===== src/rtl/pkt_src_pkg.sv =====
package pkt_src_pkg;

  localparam int LEN_W = 16;
  localparam int SEQ_W = 16;

  typedef enum logic [2:0] {
    ST_IDLE,
    ST_SIZE,
    ST_HDR,
    ST_PAY,
    ST_GAP
  } genState_t;

  typedef struct packed {
    logic pickLen;
    logic hdrPhase;
    logic takeHdr;
    logic takePay;
  } dpStrobe_t;

endpackage


===== src/rtl/pkt_src_ctrl.sv =====
module pkt_src_ctrl
  import pkt_src_pkg::*;
#(
  parameter int GAP_W = 4
) (
  input  logic             clk,
  input  logic             rstN,
  input  logic             genEn,
  input  logic             spaceOk,
  input  logic             randGap,
  input  logic             lastWord,
  input  logic [GAP_W-1:0] rndGap,
  output dpStrobe_t        strb,
  output logic             wordValid
);

  genState_t        state, nextState;
  logic [GAP_W-1:0] gapCnt;
  logic             endPkt;
  logic             goGap;
  genState_t        restState;

  always_comb begin
    strb          = '0;
    strb.pickLen  = (state == ST_SIZE);
    strb.hdrPhase = (state == ST_HDR);
    strb.takeHdr  = (state == ST_HDR) && spaceOk;
    strb.takePay  = (state == ST_PAY) && spaceOk;
    wordValid     = strb.takeHdr || strb.takePay;
    endPkt        = wordValid && lastWord;
    goGap         = randGap && (rndGap != '0);
    restState     = genEn ? ST_SIZE : ST_IDLE;
  end

  always_comb begin
    nextState = state;
    case (state)
      ST_IDLE: if (genEn) nextState = ST_SIZE;
      ST_SIZE: nextState = ST_HDR;
      ST_HDR: begin
        if (endPkt)            nextState = goGap ? ST_GAP : restState;
        else if (strb.takeHdr) nextState = ST_PAY;
      end
      ST_PAY: if (endPkt) nextState = goGap ? ST_GAP : restState;
      ST_GAP: if (gapCnt == GAP_W'(1)) nextState = restState;
      default: nextState = ST_IDLE;
    endcase
  end

  always_ff @(posedge clk) begin
    if (!rstN) begin
      state  <= ST_IDLE;
      gapCnt <= '0;
    end else begin
      state <= nextState;
      if (endPkt && goGap)    gapCnt <= rndGap;
      else if (state == ST_GAP) gapCnt <= gapCnt - 1'b1;
    end
  end

endmodule


===== src/rtl/pkt_src_dp.sv =====
module pkt_src_dp
  import pkt_src_pkg::*;
#(
  parameter int          DATA_W     = 128,
  parameter int          PORT_W     = 4,
  parameter int          RAND_LEN_W = 8,
  parameter int          GAP_W      = 4,
  parameter logic [15:0] MARKER     = 16'hC3A5,
  parameter logic [7:0]  PKT_TYPE   = 8'h5A,
  parameter logic [31:0] LFSR_SEED  = 32'h1D2C_3B4A
) (
  input  logic                               clk,
  input  logic                               rstN,
  input  dpStrobe_t                          strb,
  input  logic                               wordValid,
  input  logic                               randSize,
  input  logic [LEN_W-1:0]                   sizeCfg,
  input  logic [PORT_W-1:0]                  portSel,
  input  logic                               hdrErrIns,
  input  logic                               payErrIns,
  output logic                               lastWord,
  output logic [GAP_W-1:0]                   rndGap,
  output logic [DATA_W-1:0]                  txData,
  output logic                               txSop,
  output logic                               txEop,
  output logic [$clog2(DATA_W/8)-1:0]        txEmpty,
  output logic                               txErr,
  output logic [PORT_W-1:0]                  txPort
);

  localparam int LANES  = DATA_W / 8;
  localparam int LANE_W = $clog2(LANES);
  localparam int PAT_W  = 8 - LANE_W;
  localparam int HDR_W  = 16 + 8 + SEQ_W + LEN_W;
  localparam logic [LEN_W-1:0] MIN_LEN   = LEN_W'(LANES);
  localparam logic [LEN_W-1:0] RAND_MASK = LEN_W'((1 << RAND_LEN_W) - 1);

  logic [31:0]        lfsr;
  logic [15:0]        rnd16;
  logic [LEN_W-1:0]   rawLen, lenPick, lenReg, remBytes;
  logic [SEQ_W-1:0]   serial;
  logic [PAT_W-1:0]   wordIdx;
  logic [PORT_W-1:0]  portReg;
  logic [DATA_W-1:0]  payWord, hdrWord;

  always_comb begin
    rnd16   = lfsr[31:16] ^ lfsr[15:0];
    rawLen  = randSize ? (LEN_W'(rnd16) & RAND_MASK) : sizeCfg;
    lenPick = (rawLen < MIN_LEN) ? MIN_LEN : rawLen;
    rndGap  = rnd16[15 -: GAP_W];
  end

  for (genvar i = 0; i < LANES; i++) begin : g_lane
    localparam logic [LANE_W-1:0] LID = LANE_W'(i);
    assign payWord[DATA_W-1-8*i -: 8] = {wordIdx, LID};
  end

  assign hdrWord = {MARKER ^ {16{hdrErrIns}}, PKT_TYPE, serial, lenReg,
                    {(DATA_W-HDR_W){1'b0}}};

  always_comb begin
    lastWord = (remBytes <= MIN_LEN);
    txSop    = strb.takeHdr;
    txEop    = wordValid && lastWord;
    txEmpty  = txEop ? LANE_W'(MIN_LEN - remBytes) : '0;
    txErr    = 1'b0;
    txPort   = wordValid ? portReg : '0;
    if (!wordValid)        txData = '0;
    else if (strb.hdrPhase) txData = hdrWord;
    else                   txData = payWord ^ {DATA_W{payErrIns}};
  end

  always_ff @(posedge clk) begin
    if (!rstN) begin
      lfsr     <= LFSR_SEED;
      lenReg   <= '0;
      remBytes <= '0;
      serial   <= '0;
      wordIdx  <= '0;
      portReg  <= '0;
    end else begin
      lfsr <= {1'b0, lfsr[31:1]} ^ (lfsr[0] ? 32'h8020_0003 : 32'h0);
      if (strb.pickLen) begin
        lenReg   <= lenPick;
        remBytes <= lenPick;
        wordIdx  <= PAT_W'(1);
        portReg  <= portSel;
      end
      if (strb.takeHdr) begin
        serial   <= serial + 1'b1;
        remBytes <= remBytes - MIN_LEN;
      end
      if (strb.takePay) begin
        remBytes <= remBytes - MIN_LEN;
        wordIdx  <= wordIdx + 1'b1;
      end
    end
  end

endmodule


===== src/rtl/pkt_src_top.sv =====
module pkt_src_top
  import pkt_src_pkg::*;
#(
  parameter int          DATA_W     = 128,
  parameter int          PORT_W     = 4,
  parameter int          RAND_LEN_W = 8,
  parameter int          GAP_W      = 4,
  parameter logic [15:0] MARKER     = 16'hC3A5,
  parameter logic [7:0]  PKT_TYPE   = 8'h5A,
  parameter logic [31:0] LFSR_SEED  = 32'h1D2C_3B4A
) (
  input  logic                        clk,
  input  logic                        rstN,
  input  logic                        genEn,
  input  logic                        spaceOk,
  input  logic [15:0]                 sizeCfg,
  input  logic                        randSize,
  input  logic                        randGap,
  input  logic [PORT_W-1:0]           portSel,
  input  logic                        hdrErrIns,
  input  logic                        payErrIns,
  output logic                        txEna,
  output logic [DATA_W-1:0]           txData,
  output logic                        txSop,
  output logic                        txEop,
  output logic [$clog2(DATA_W/8)-1:0] txEmpty,
  output logic                        txErr,
  output logic [PORT_W-1:0]           txPort
);

  dpStrobe_t        strb;
  logic             wordValid;
  logic             lastWord;
  logic [GAP_W-1:0] rndGap;

  pkt_src_ctrl #(.GAP_W(GAP_W)) u_ctrl (
    .clk       (clk),
    .rstN      (rstN),
    .genEn     (genEn),
    .spaceOk   (spaceOk),
    .randGap   (randGap),
    .lastWord  (lastWord),
    .rndGap    (rndGap),
    .strb      (strb),
    .wordValid (wordValid)
  );

  pkt_src_dp #(
    .DATA_W     (DATA_W),
    .PORT_W     (PORT_W),
    .RAND_LEN_W (RAND_LEN_W),
    .GAP_W      (GAP_W),
    .MARKER     (MARKER),
    .PKT_TYPE   (PKT_TYPE),
    .LFSR_SEED  (LFSR_SEED)
  ) u_dp (
    .clk       (clk),
    .rstN      (rstN),
    .strb      (strb),
    .wordValid (wordValid),
    .randSize  (randSize),
    .sizeCfg   (sizeCfg),
    .portSel   (portSel),
    .hdrErrIns (hdrErrIns),
    .payErrIns (payErrIns),
    .lastWord  (lastWord),
    .rndGap    (rndGap),
    .txData    (txData),
    .txSop     (txSop),
    .txEop     (txEop),
    .txEmpty   (txEmpty),
    .txErr     (txErr),
    .txPort    (txPort)
  );

  assign txEna = wordValid;

endmodule


===== config.mk =====
export PLATFORM = sky130hd
export DESIGN_NAME = pkt_src_top
export DESIGN_NICKNAME = d
export VERILOG_FILES = /design/src/rtl/pkt_src_pkg.sv /design/src/rtl/pkt_src_ctrl.sv /design/src/rtl/pkt_src_dp.sv /design/src/rtl/pkt_src_top.sv
export SDC_FILE = /design/constraint.sdc
export NUM_CORES = 1
export LEC_CHECK = 0
export ABC_CLOCK_PERIOD_IN_PS = 2500
export BUFFER_PORTS_ARGS = -buffer_cell sky130_fd_sc_hd__clkbuf_2
export CAP_MARGIN = 20
export CORE_MARGIN = 3
export CORE_UTILIZATION = 46
export CTS_CLUSTER_DIAMETER = 30
export DETAILED_ROUTE_END_ITERATION = 8
export PLACE_DENSITY_LB_ADDON = 0.25
export REMOVE_ABC_BUFFERS = 1
export SYNTH_ARGS = -nofsm -noshare
export SYNTH_HDL_FRONTEND = slang
export SYNTH_SLANG_ARGS = --single-unit

===== constraint.sdc =====
create_clock -name clk -period 2.5 [get_ports clk]
set_clock_uncertainty 0.15 [all_clocks]
set_input_delay 0.5 -clock clk [delete_from_list [all_inputs] [get_ports clk]]
set_output_delay 0.5 -clock clk [all_outputs]
set_load 0.02 [all_outputs]

# [Word-level counts from Yosys, hierarchy flattened]
# Index checks and enable logic that the tools add are counted.
[totals] regBits=95 elab_cells=62
[op_classes] add_sub_neg=5 order_cmp=2 n_eq_ne=9 mux=22 n_bitwise=4 reduce_logical=12
[ops] cell="$mux 128" count=2
[ops] cell="$xor 128x128->128" count=1
[ops] cell="$mux 16" count=5
[ops] cell="$mux 32" count=1
[ops] cell="$xor 31x32->32" count=1
[ops] cell="$mux 4" count=6
[ops] cell="$mux 3" count=6
[ops] cell="$add 16x1->16 const B" count=1
[ops] cell="$le 16x5->1 const B" count=1
[ops] cell="$lt 16x5->1 const B" count=1
[ops] cell="$sub 16x5->16 const B" count=1
[ops] cell="$xor 16x16->16" count=1
[ops] cell="$pmux 3 s5" count=1
[ops] cell="$not 8->8" count=1
[ops] cell="$eq 3x2->1 const B" count=2
[ops] cell="$logic_and 1x1->1" count=5
[ops] cell="$add 4x1->4 const B" count=1
[ops] cell="$eq 4x1->1 const B" count=1
[ops] cell="$ne 2x1->1 const B" count=2
[ops] cell="$reduce_and 4->1" count=1
[ops] cell="$reduce_bool 2->1" count=2
[ops] cell="$reduce_bool 4->1" count=1
[ops] cell="$sub 1x4->4 const A" count=1
[ops] cell="$sub 4x1->4 const B" count=1
[ops] cell="other kinds (8)" count=8

# [Logic depth before layout (Yosys ltp)]
[logic_depth] ltp_word=7 depth_mapped=9 mapped_depth_nobuf=6

# [Hierarchy]
# A second synthesis with hierarchy kept.
[hier_totals] hier_cells=657 hier_area_um2=5265.0
[by_module_without_submodules] mod="pkt_src_dp" n_inst=1 cells_each=596 area_each_um2=4773.3 seq_area_each_um2=1761.7
[by_module_without_submodules] mod="pkt_src_ctrl" n_inst=1 cells_each=61 area_each_um2=491.7 seq_area_each_um2=140.1

# [Worst setup path before layout]
# Ideal clock, no wire load.
[synth_timing] kind="register to output" startpoint="register u_ctrl.state[1]" endpoint="output port txData[124]" t_arrival_ps=2321 required_time_ps=1850 setup_slack_ps=-471 path_stages_with_launch=7 path_cell_list="dfxtp_1 -> buf_4 -> or3b_2 -> buf_2 -> a21oi_1 -> nor2b_1 -> buf_4"
[synth_via] elab_chain_cells=4
[synth_lines] element="from (decl)" line="pkt_src_ctrl.sv:17" source="genState_t state, nextState;"
[synth_lines] element="from (signal assigned)" line="pkt_src_ctrl.sv:55" source="state <= nextState;"
[synth_lines] element="$eq 3x2->1, on equally long branches" line="pkt_src_ctrl.sv:26, pkt_src_ctrl.sv:27, pkt_src_ctrl.sv:28"
[synth_lines] element="$logic_and 1x1->1, on equally long branches" line="pkt_src_ctrl.sv:27, pkt_src_ctrl.sv:28"
[synth_lines] element="$logic_or 1x1->1" line="pkt_src_ctrl.sv:29" source="wordValid = strb.takeHdr || strb.takePay;"
[synth_lines] element="$mux 128 *" line="pkt_src_dp.sv:68" source="if (!wordValid) txData = '0;"
[synth_lines] element="to (decl)" line="pkt_src_top.sv:23" source="output logic [DATA_W-1:0] txData,"
# Mark *: on every way between the ends. The rest lies on a longest branch, timed or not.

# [Worst setup path in the final report]
[layout_timing] startpoint="register u_ctrl.state[1]" endpoint="output port txEmpty[2]"
[layout_via] elab_chain_cells=5
[layout_lines] element="$eq 3x2->1, on equally long branches" line="pkt_src_ctrl.sv:27, pkt_src_ctrl.sv:28"
[layout_lines] element="$logic_and 1x1->1, on equally long branches" line="pkt_src_ctrl.sv:27, pkt_src_ctrl.sv:28"
[layout_lines] element="$logic_or 1x1->1 *" line="pkt_src_ctrl.sv:29"
[layout_lines] element="$logic_and 1x1->1 *" line="pkt_src_dp.sv:64" source="txEop = wordValid && lastWord;"
[layout_lines] element="$mux 4 *" line="pkt_src_dp.sv:65" source="txEmpty = txEop ? LANE_W'(MIN_LEN - remBytes) : '0;"
[layout_lines] element="to (decl)" line="pkt_src_top.sv:26" source="output logic [$clog2(DATA_W/8)-1:0] txEmpty,"
# Marks and branches as above.

==> flow_summary.ini <==
[outcome]
status = finished clean

[global_route]
globalRouteOverflowTotal = 0
grt_usage_pct = 20.8
grt_pass1_vias = 4298
grt_pass1_wl_um = 21400
antenna_found_initial = 0
grt_max_degree = 63

[floorplan]
rows = 38
dieArea_um2 = 12600
die_h_um = 112
die_x_um = 112
ioPinCount = 168
core-area_um2 = 10900
start_util_pct = 47.4

[setup_path]
endpoint_kind = output port
critPathMaxFanout = 7
setup.worst_path.class = register to output port
worst_setup_path_start_kind = register
required_ns = 1.85
arrival_ns = 1.81

[synth]
synth_edf_count = 0
synthCells = 626
async_flop_share_pct = 0
yosys-top-cells-area = dfxtp_1 (37%), buf_4 (11%), nor2_1 (4.5%)
synth_area_leader_cell = dfxtp_1
synth_ff_type = dfxtp_1
yosys-top-cells-count = dfxtp_1 (95), buf_4 (79), nor2_1 (62)
synth-seq-cells = 95
yosysWarnings = 0
syn-cell-area_um2 = 5180
ys_seq_area_share_pct = 36.7
yosys.area.top_type_share_pct = 36.7
synth.most_common_cell = dfxtp_1
synth.distinct_cells = 63
avgSynthCellArea_um2 = 8.27

[clocking]
numCtsBuffers = 9
tritoncts = yes
clk_latency_ns = 0.33
ctsHoldBuffers = 0
cts.path.max_buffers = 2
cts_max_level = 3
cts.sinks = 95
cts_root_buffer = clkbuf_16
path_clk_slew_ns = 0.07

[placed_design]
dp_cells = 857
place_congestion = 0.823
pre_cts_slack_ns = -0.00739
port_buffers = 166
place_hpwl_um = 9900

[finish]
nNetsFinal = 771
n_antenna_cell = 0
drive_gt1_share_pct = 35.8
stdcell_count = 881
area_delta_synth_final_pct = 22.7

[routing]
post_drt_wl_per_cell_um = 15.4
vias = 4646
wirelength_um = 13600
drt_iter0_drc = 305
drc = 0
via_per_inst = 5.27
drt_pass1_iterations = 4
ant_nets = 0

[sta]
finalCriticalPeriod_ns = 2.46
max-slew-margin-rel_pct = 51.7
rsz0062_at_grt = yes
drv_slew = 0
final_hold_viol_count = 0
setup_viol = 0
worst_slack_ns = 0.0383
finalCritPeriodShare_pct = 98.5
worst_slew_pin_slew_ns = 0.715
fmax_mhz = 406

[hold_path]
hp-class = primary input to register

[power]
p_per_area_nw_per_um2 = 805
vdd_ir_drop_max_mv = 0.470
total_power_mw = 5.11
leakage_nw = 2.89

[run]
maxCapViolations = 0
registers in the layout, indices dropped and copies added, names as in the netlist:
name	flops
u_dp.lfsr	32
u_dp.lenReg	16
u_dp.remBytes	16
u_dp.serial	16
u_ctrl.gapCnt	4
u_dp.portReg	4
u_dp.wordIdx	4
u_ctrl.state	3
path summary, 6_finish.rpt:
path	startpoint	endpoint	slack, ns	cells after the start
setup / recovery	u_ctrl.state[1]	txEmpty[2]	0.04	5
setup reg to reg	u_ctrl.state[1]	u_dp.remBytes[9]	0.34	7
hold / removal	portSel[3]	u_dp.portReg[3]	0.23	3
hold reg to reg	u_dp.lfsr[27]	u_dp.lfsr[26]	0.27	1
cell usage in the layout, fill, tap and decap left out, types with 4 or more instances in the layout:
cell and n:
buf_4 48, buf_6 8, a21o_1 11, a31oi_1 7
nor2_1 55, o211ai_1 9, ha_1 7, nor3_1 8
o21bai_1 4, buf_2 5, dfxtp_1 93, nand2_1 49
clkbuf_2 144, nand4_1 5, o21ai_0 13, clkbuf_16 9
o21a_1 17, xnor2_1 19, mux2i_1 4, o22ai_1 4
nand2b_1 16, nor4_1 10, xor2_1 12, or3_1 5
and2_1 22, nand3_1 30, inv_1 9, a21oi_1 32
nor2_2 7
worst max-delay path, stage by stage, from the launching register on:
cell	delay, ns
dfxtp_2	0.33
buf_6	0.12
nand3b_4	0.09
or4_4	0.47
nor4_1	0.25
buf_2	0.21
power by group:
part | leakage (nW) | total [mW] | internal [mW] | switching, mW
sequential | 0.780 | 1.87 | 1.70 | 0.167
combinational | 1.96 | 1.81 | 0.732 | 1.08
clock | 0.146 | 1.43 | 0.798 | 0.631
layout make-up:
| cell class | count | area (um2) |
|---|---|---|
| multi-input combinational | 406 | 2610 |
| clock buffer | 9 | 225 |
| tap | 140 | 175 |
| clock inverter | 7 | 85.1 |
| inverter | 12 | 52.6 |
| timing repair buffer | 212 | 1310 |
| fill | 1006 | 4580 |
| sequential | 95 | 1900 |
cell families (layout without fill, tap and decap cells):
logic type	Yosys count	after routing	share of synthesized area [%]
flops	95	95	36.7
xor+xnor	31	31	5.24
simple gates	238	238	24.4
mux	4	4	0.773
other cells	1	1	0.0724
fa+ha+maj	7	7	1.69
compound gates	125	125	16.0
buf+inv	125	240	15.1
timing repair:
action                     CTS  global route
setup buffers                3             2
setup endpoints to repair  100            79
cloned                       3             0
pin swaps                    0             0
gates resized for setup     27            55
through the flow:
| stage | util [%] | hold slack [ns] | setup TNS [ns] | instance area, um2 |
|---|---|---|---|---|
| 6_report | 58.1 | 0.233 | 0 | 6350 |
| 5_1_grt | 58.1 | 0.236 | -0.0735 | 6350 |
| 4_1_cts | 57.0 | 0.226 | -0.0753 | 6230 |
| 3_5_place_dp | 52.7 | 0.247 | -0.00739 | 5760 |
| 3_3_place_gp | 52.7 | 0.258 | 0 | 5760 |
| 2_1_floorplan | - | 0.236 | -222.41 | 4440 |
metal layers:
metal	GRT usage [%]	part of all wire (%)
met1	25.6	41
met2	37.4	52
met3	2.80	5.1
met4	6.57	1.5
met5	0	0
No activity file was read; power rests on OpenSTA's default activity.
